## config.mk

```make
export PLATFORM = sky130hd
export DESIGN_NAME = wl_phase_search
export DESIGN_NICKNAME = d
export VERILOG_FILES = /design/src/rtl/wl_phase_pkg.sv /design/src/rtl/wl_vote_acc.sv /design/src/rtl/wl_rise_track.sv /design/src/rtl/wl_result_bank.sv /design/src/rtl/wl_phase_search.sv
export SDC_FILE = /design/constraint.sdc
export NUM_CORES = 1
export LEC_CHECK = 0
export CORE_MARGIN = 2
export CORE_UTILIZATION = 50
export DETAILED_ROUTE_END_ITERATION = 8
export HOLD_SLACK_MARGIN = 0.1
export PLACE_DENSITY = 0.78
export SYNTH_ARGS = -nofsm -noshare
export SYNTH_HDL_FRONTEND = slang
export SYNTH_SLANG_ARGS = --single-unit
```

## constraint.sdc

```tcl
create_clock -name clk -period 1.4 [get_ports clk]
set_clock_uncertainty 0.05 [all_clocks]
set_input_delay 0.28 -clock clk [delete_from_list [all_inputs] [get_ports clk]]
set_output_delay 0.28 -clock clk [all_outputs]
set_load 0.01 [all_outputs]
```

## src/rtl/wl_phase_pkg.sv

```systemverilog
package wl_phase_pkg;
  typedef enum logic [2:0] {
    ST_IDLE,
    ST_SET,
    ST_TGL,
    ST_EVAL,
    ST_NEXT,
    ST_DONE
  } wl_state_e;
endpackage

```

## src/rtl/wl_vote_acc.sv

```systemverilog
module wl_vote_acc #(
  parameter int VOTES = 4
) (
  input  logic clk,
  input  logic rst_n,
  input  logic clr_i,
  input  logic smp_en_i,
  input  logic smp_bit_i,
  output logic last_o,
  output logic vote_o
);
  localparam int CNT_W = $clog2(VOTES + 1);
  localparam int THR   = VOTES / 2 + 1;

  logic [CNT_W-1:0] rep_q, rep_d;
  logic [CNT_W-1:0] ones_q, ones_d;

  always_comb begin
    rep_d  = rep_q;
    ones_d = ones_q;
    if (clr_i) begin
      rep_d  = '0;
      ones_d = '0;
    end else if (smp_en_i) begin
      rep_d  = rep_q + CNT_W'(1);
      ones_d = ones_q + CNT_W'(smp_bit_i);
    end
  end

  always_ff @(posedge clk or negedge rst_n) begin
    if (!rst_n) begin
      rep_q  <= '0;
      ones_q <= '0;
    end else if (clr_i || smp_en_i) begin
      rep_q  <= rep_d;
      ones_q <= ones_d;
    end
  end

  assign last_o = (rep_q == CNT_W'(VOTES - 1));
  assign vote_o = (ones_q >= CNT_W'(THR));
endmodule

```

## src/rtl/wl_rise_track.sv

```systemverilog
module wl_rise_track (
  input  logic clk,
  input  logic rst_n,
  input  logic arm_i,
  input  logic upd_en_i,
  input  logic vote_i,
  output logic lock_o
);
  logic low_seen_q;

  always_ff @(posedge clk or negedge rst_n) begin
    if (!rst_n) begin
      low_seen_q <= 1'b0;
    end else if (arm_i) begin
      low_seen_q <= 1'b0;
    end else if (upd_en_i) begin
      low_seen_q <= ~vote_i;
    end
  end

  assign lock_o = low_seen_q & vote_i;
endmodule

```

## src/rtl/wl_result_bank.sv

```systemverilog
module wl_result_bank #(
  parameter int NUM_LANES = 2,
  parameter int DLY_W     = 5,
  parameter int LANE_W    = 1
) (
  input  logic                       clk,
  input  logic                       rst_n,
  input  logic                       wr_en_i,
  input  logic [LANE_W-1:0]          wr_lane_i,
  input  logic [DLY_W-1:0]           wr_dly_i,
  input  logic                       wr_fail_i,
  output logic [NUM_LANES*DLY_W-1:0] res_dly_o,
  output logic [NUM_LANES-1:0]       res_fail_o
);
  for (genvar g = 0; g < NUM_LANES; g++) begin : g_lane
    logic             hit;
    logic [DLY_W-1:0] dly_q;
    logic             fail_q;

    assign hit = wr_en_i && (wr_lane_i == LANE_W'(g));

    always_ff @(posedge clk or negedge rst_n) begin
      if (!rst_n) begin
        dly_q  <= '0;
        fail_q <= 1'b0;
      end else if (hit) begin
        dly_q  <= wr_dly_i;
        fail_q <= wr_fail_i;
      end
    end

    assign res_dly_o[g*DLY_W +: DLY_W] = dly_q;
    assign res_fail_o[g]               = fail_q;
  end
endmodule

```

## src/rtl/wl_phase_search.sv

```systemverilog
module wl_phase_search #(
  parameter int NUM_LANES = 2,
  parameter int DLY_W     = 5,
  parameter int VOTES     = 4,
  parameter int LANE_W    = (NUM_LANES > 1) ? $clog2(NUM_LANES) : 1
) (
  input  logic                       clk,
  input  logic                       rst_n,
  input  logic                       start_i,
  output logic                       busy_o,
  output logic                       done_o,
  output logic [LANE_W-1:0]          dly_lane_o,
  output logic [DLY_W-1:0]           dly_val_o,
  output logic                       dly_req_o,
  input  logic                       dly_ack_i,
  output logic                       tgl_req_o,
  input  logic                       tgl_ack_i,
  input  logic                       fb_i,
  output logic [NUM_LANES*DLY_W-1:0] res_dly_o,
  output logic [NUM_LANES-1:0]       res_fail_o
);
  import wl_phase_pkg::*;

  localparam logic [DLY_W-1:0]  DLY_MAX   = {DLY_W{1'b1}};
  localparam logic [LANE_W-1:0] LAST_LANE = LANE_W'(NUM_LANES - 1);

  // reset: asserted asynchronously, released on the clock
  logic rst_meta_q, rst_sync_n;
  always_ff @(posedge clk or negedge rst_n) begin
    if (!rst_n) begin
      rst_meta_q <= 1'b0;
      rst_sync_n <= 1'b0;
    end else begin
      rst_meta_q <= 1'b1;
      rst_sync_n <= rst_meta_q;
    end
  end

  wl_state_e         state_q, state_d;
  logic [LANE_W-1:0] lane_q, lane_d;
  logic [DLY_W-1:0]  dly_q, dly_d;

  logic vote_clr, vote_smp, vote_last, vote;
  logic arm, upd_en, lock;
  logic wr_en, wr_fail;
  logic [DLY_W-1:0] wr_dly;

  always_comb begin
    state_d  = state_q;
    lane_d   = lane_q;
    dly_d    = dly_q;
    vote_clr = 1'b0;
    vote_smp = 1'b0;
    arm      = 1'b0;
    upd_en   = 1'b0;
    wr_en    = 1'b0;
    wr_fail  = 1'b0;
    wr_dly   = '0;
    unique case (state_q)
      ST_IDLE: begin
        if (start_i) begin
          lane_d  = '0;
          dly_d   = '0;
          arm     = 1'b1;
          state_d = ST_SET;
        end
      end
      ST_SET: begin
        if (dly_ack_i) begin
          vote_clr = 1'b1;
          state_d  = ST_TGL;
        end
      end
      ST_TGL: begin
        if (tgl_ack_i) begin
          vote_smp = 1'b1;
          if (vote_last) state_d = ST_EVAL;
        end
      end
      ST_EVAL: begin
        upd_en = 1'b1;
        if (lock) begin
          wr_en   = 1'b1;
          wr_dly  = dly_q;
          state_d = ST_NEXT;
        end else if (dly_q == DLY_MAX) begin
          wr_en   = 1'b1;
          wr_fail = 1'b1;
          state_d = ST_NEXT;
        end else begin
          dly_d   = dly_q + DLY_W'(1);
          state_d = ST_SET;
        end
      end
      ST_NEXT: begin
        if (lane_q == LAST_LANE) begin
          state_d = ST_DONE;
        end else begin
          lane_d  = lane_q + LANE_W'(1);
          dly_d   = '0;
          arm     = 1'b1;
          state_d = ST_SET;
        end
      end
      ST_DONE: state_d = ST_IDLE;
      default: state_d = ST_IDLE;
    endcase
  end

  always_ff @(posedge clk or negedge rst_sync_n) begin
    if (!rst_sync_n) begin
      state_q <= ST_IDLE;
      lane_q  <= '0;
      dly_q   <= '0;
    end else begin
      state_q <= state_d;
      lane_q  <= lane_d;
      dly_q   <= dly_d;
    end
  end

  wl_vote_acc #(.VOTES(VOTES)) u_vote (
    .clk       (clk),
    .rst_n     (rst_sync_n),
    .clr_i     (vote_clr),
    .smp_en_i  (vote_smp),
    .smp_bit_i (fb_i),
    .last_o    (vote_last),
    .vote_o    (vote)
  );

  wl_rise_track u_rise (
    .clk      (clk),
    .rst_n    (rst_sync_n),
    .arm_i    (arm),
    .upd_en_i (upd_en),
    .vote_i   (vote),
    .lock_o   (lock)
  );

  wl_result_bank #(
    .NUM_LANES (NUM_LANES),
    .DLY_W     (DLY_W),
    .LANE_W    (LANE_W)
  ) u_bank (
    .clk        (clk),
    .rst_n      (rst_sync_n),
    .wr_en_i    (wr_en),
    .wr_lane_i  (lane_q),
    .wr_dly_i   (wr_dly),
    .wr_fail_i  (wr_fail),
    .res_dly_o  (res_dly_o),
    .res_fail_o (res_fail_o)
  );

  assign busy_o     = (state_q != ST_IDLE);
  assign done_o     = (state_q == ST_DONE);
  assign dly_req_o  = (state_q == ST_SET);
  assign tgl_req_o  = (state_q == ST_TGL);
  assign dly_lane_o = lane_q;
  assign dly_val_o  = dly_q;
endmodule

```

==> impl_metrics.env <==
export IMPL_clockRootBuffer="clkbuf_4"
export IMPL_portBuffers=27
export IMPL_grt_max_degree=17
export IMPL_setup_viol=31
export IMPL_grt_pass1_wl_mm=6.42
export IMPL_core_area_mm2=0.00273
export IMPL_dpl_hpwl_mm=2.47
export IMPL_drc_errors=0
export IMPL_synth_area_leaders="dfrtp_1 (53%), a22o_1 (9.8%), ha_1 (5.3%), nor2_1 (2.9%), nand2_1 (2.4%)"
export IMPL_r2r_start="dly_val_o[3]"
export IMPL_layout_nets=226
export IMPL_cp_depth=6
export IMPL_drt_total_wl_mm=5.03
export IMPL_synth_area_mm2=0.00143
export IMPL_wl_per_cell_um=20.4
export IMPL_max_freq_mhz=572
export IMPL_cts_buffers=5
export IMPL_fin_ws_ns=-0.349
export IMPL_post_route_period_util_pct=125
export IMPL_ios=28
export IMPL_initial_core_util_pct=52.3
export IMPL_die_x_um=57.5
export IMPL_layout_min_cycle_time_ns=1.75
export IMPL_crit_path_end="dly_val_o[2]"
export IMPL_synth_edf_count=0
export IMPL_clk_latency_ns=0.33
export IMPL_clock_path_buffers=2
export IMPL_ff2ff_setup_slack_ns=-0.35
export IMPL_async_flop_share_pct=100
export IMPL_grtUsageTotal_pct=25.6
export IMPL_grt_antenna_before_repair=0
export IMPL_std_cell_rows=19
export IMPL_place_ws_ns=-0.230
export IMPL_synth_top_cell_area_share_pct=52.5
export IMPL_die_area_mm2=0.00330
export IMPL_ys_seq_elements=30
export IMPL_drive_gt1_share_pct=51.6
export IMPL_crit_chain="buf_4, and3_4, ha_4, a211oi_4, nand2_1, mux2i_1"
export IMPL_yosysSeqAreaShare_pct=52.5
export IMPL_status="complete, but fails checks"
export IMPL_cp_required_ns=1.60
export IMPL_r2r_end="dly_val_o[2]"
export IMPL_crit_type="flop to flop"
export IMPL_synth_flop_cell="dfrtp_1"
export IMPL_route_vias_total=1425
export IMPL_path_buf_inv=1
export IMPL_postLayoutCellArea_mm2=0.00251
export IMPL_cp_end_kind="flop"
export IMPL_rr_worst_depth=6
export IMPL_ir_worst_vdd_v=0.00161
export IMPL_critPathLaunch="dly_val_o[3]"
export IMPL_nFillCells=92
export IMPL_hold_ws_ns=0.171
export IMPL_cts_tree="yes"
export IMPL_grt_pass1_vias=1348
export IMPL_rsz0062_at_grt="yes"
export IMPL_cp_arrival_ns=1.95
export IMPL_antenna_cells=0
export IMPL_yosysTopAreaCell="dfrtp_1"
export IMPL_min_path_type="flop to asynchronous set/reset pin"
export IMPL_setup_tns_ns=-5.97
export IMPL_ant_nets=0
export IMPL_clock_sinks=30
export IMPL_hold_violations=0
export IMPL_postPlaceCellArea_mm2=0.00197
export IMPL_syn_area_per_cell_um2=11.6
export IMPL_maxCapViolations=0
export IMPL_power_density_mw_per_mm2=1650
export IMPL_drv_slew=0
export IMPL_synth_cell_type_count=36
export IMPL_start_kind="flop"
export IMPL_crit_family="flip-flops"
export IMPL_area_growth_pct=75.4
export IMPL_crit_slowest_cell="dfrtp_1"
export IMPL_yosysMostFrequentCell="dfrtp_1"
export IMPL_violations="setup timing"
export IMPL_htree_num_levels=2
export IMPL_via_per_inst=5.79
export IMPL_synth_warnings=0
export IMPL_overflow=0
export IMPL_p_leak_nw=1.28
export IMPL_gp_congestion=0.894
export IMPL_ys_top_cells_by_count="dfrtp_1 (30), a22o_1 (16), nor2_1 (11)"
export IMPL_drtIter0Drc=89
export IMPL_chipHeight_um=57.5
export IMPL_syn_inst=123
export IMPL_first_pass_iters=4
export IMPL_clk_pin_slew_ns=0.11
export IMPL_path_max_fanout=8
export IMPL_synthesis_nets=135
export IMPL_slowest_delay_ns=0.43
-- layer usage --
metal	global-route usage [%]	part of all wire [%]	up-vias
met2	46.9	52	73
met1	30.3	39	701
met3	6.35	5.9	19
met5	0	0	-
met4	4.98	3.0	0
li1	-	-	632
-- report_power, final --
part	leakage [nW]	internal [mW]	switching, mW
registers	0.398	1.03	0.183
logic	0.824	1.10	0.905
clock network	0.0585	0.605	0.313
-- area by class of cell --
cell class | instances | area (um2) | share of cell area [%]
inverter | 2 | 7.51 | 0.300
sequential | 30 | 757 | 30.2
tap | 31 | 38.8 | 1.55
multi-input combinational | 86 | 807 | 32.2
timing repair buffer | 89 | 785 | 31.3
clock buffer | 6 | 51.3 | 2.05
clock inverter | 2 | 60.1 | 2.40
-- flip-flops by register name (all words and copies together) (netlist names), 2 cells and up --
name                  flops
dly_val_o                 5
state_q                   3
u_bank.g_lane.dly_q      10
u_bank.g_lane.fail_q      2
u_vote.ones_q             3
u_vote.rep_q              3
-- repair_timing --
action                                  4_1_cts  5_1_grt
hold buffers                                  1        0
pin swaps                                     8       19
endpoints found under the setup margin       41       34
endpoints found under the hold margin         2        0
setup buffers                                13       18
cloned                                        1        0
resized for setup                            70       33
-- worst reg2reg max path, delay by kind of cell, from the launching register on --
| kind | cells | cell delay (ns) |
|---|---|---|
| AND/OR/NAND/NOR | 2 | 0.31 |
| multiplexers | 1 | 0.21 |
| AO/OA/AOI/OAI | 1 | 0.29 |
| adder cells (fa/ha/maj) | 1 | 0.21 |
| flip-flops | 1 | 0.43 |
| buffers and inverters | 1 | 0.16 |
-- layout by cell type (no fill, tap or decap), types with 5 or more instances in the layout --
master	Yosys	routed
buf_6	1	25
buf_4	3	40
clkdlybuf4s50_1	0	5
a22o_1	16	16
nand2_1	9	9
dfrtp_1	30	25
dlygate4sd2_1	0	14
nor2_4	0	5
dfrtp_2	0	5
clkbuf_4	0	5
-- how the worst min path moves through the flow --
stage                            end  slack [ns]  depth (start not counted)
finish                  dly_val_o[2]        0.17                          1
global route            dly_val_o[2]        0.19                          1
CTS                 u_vote.ones_q[1]        0.17                          1
detailed placement  u_vote.ones_q[2]        0.16                          1
global placement        dly_val_o[3]        0.14                          1
floorplan                 rst_meta_q       -0.07                          0
-- stage by stage --
| stage | total power, mW | instances | util (%) |
|---|---|---|---|
| 5_1_grt | 4.30 | 246 | 91.7 |
| 3_5_place_dp | 2.47 | 208 | 72.0 |
| 3_3_place_gp | 2.39 | 208 | 72.0 |
| 6_report | 4.14 | 246 | 91.7 |
| 2_1_floorplan | 1.83 | 123 | - |
| 4_1_cts | 3.60 | 229 | 81.9 |
-- logic make-up (layout without fill, tap and decap cells) --
| group | count (synthesis) | after routing | share of synthesized area [%] |
|---|---|---|---|
| flip-flops | 30 | 30 | 52.5 |
| AO/OA/AOI/OAI | 38 | 38 | 21.5 |
| other | 1 | 1 | 0.262 |
| buffers and inverters | 8 | 99 | 3.50 |
| AND/OR/NAND/NOR | 37 | 38 | 14.9 |
| XOR/XNOR | 1 | 1 | 0.613 |
| multiplexers | 2 | 2 | 1.49 |
| adder cells (fa/ha/maj) | 6 | 6 | 5.25 |
Power figures use the tool's default switching activity.
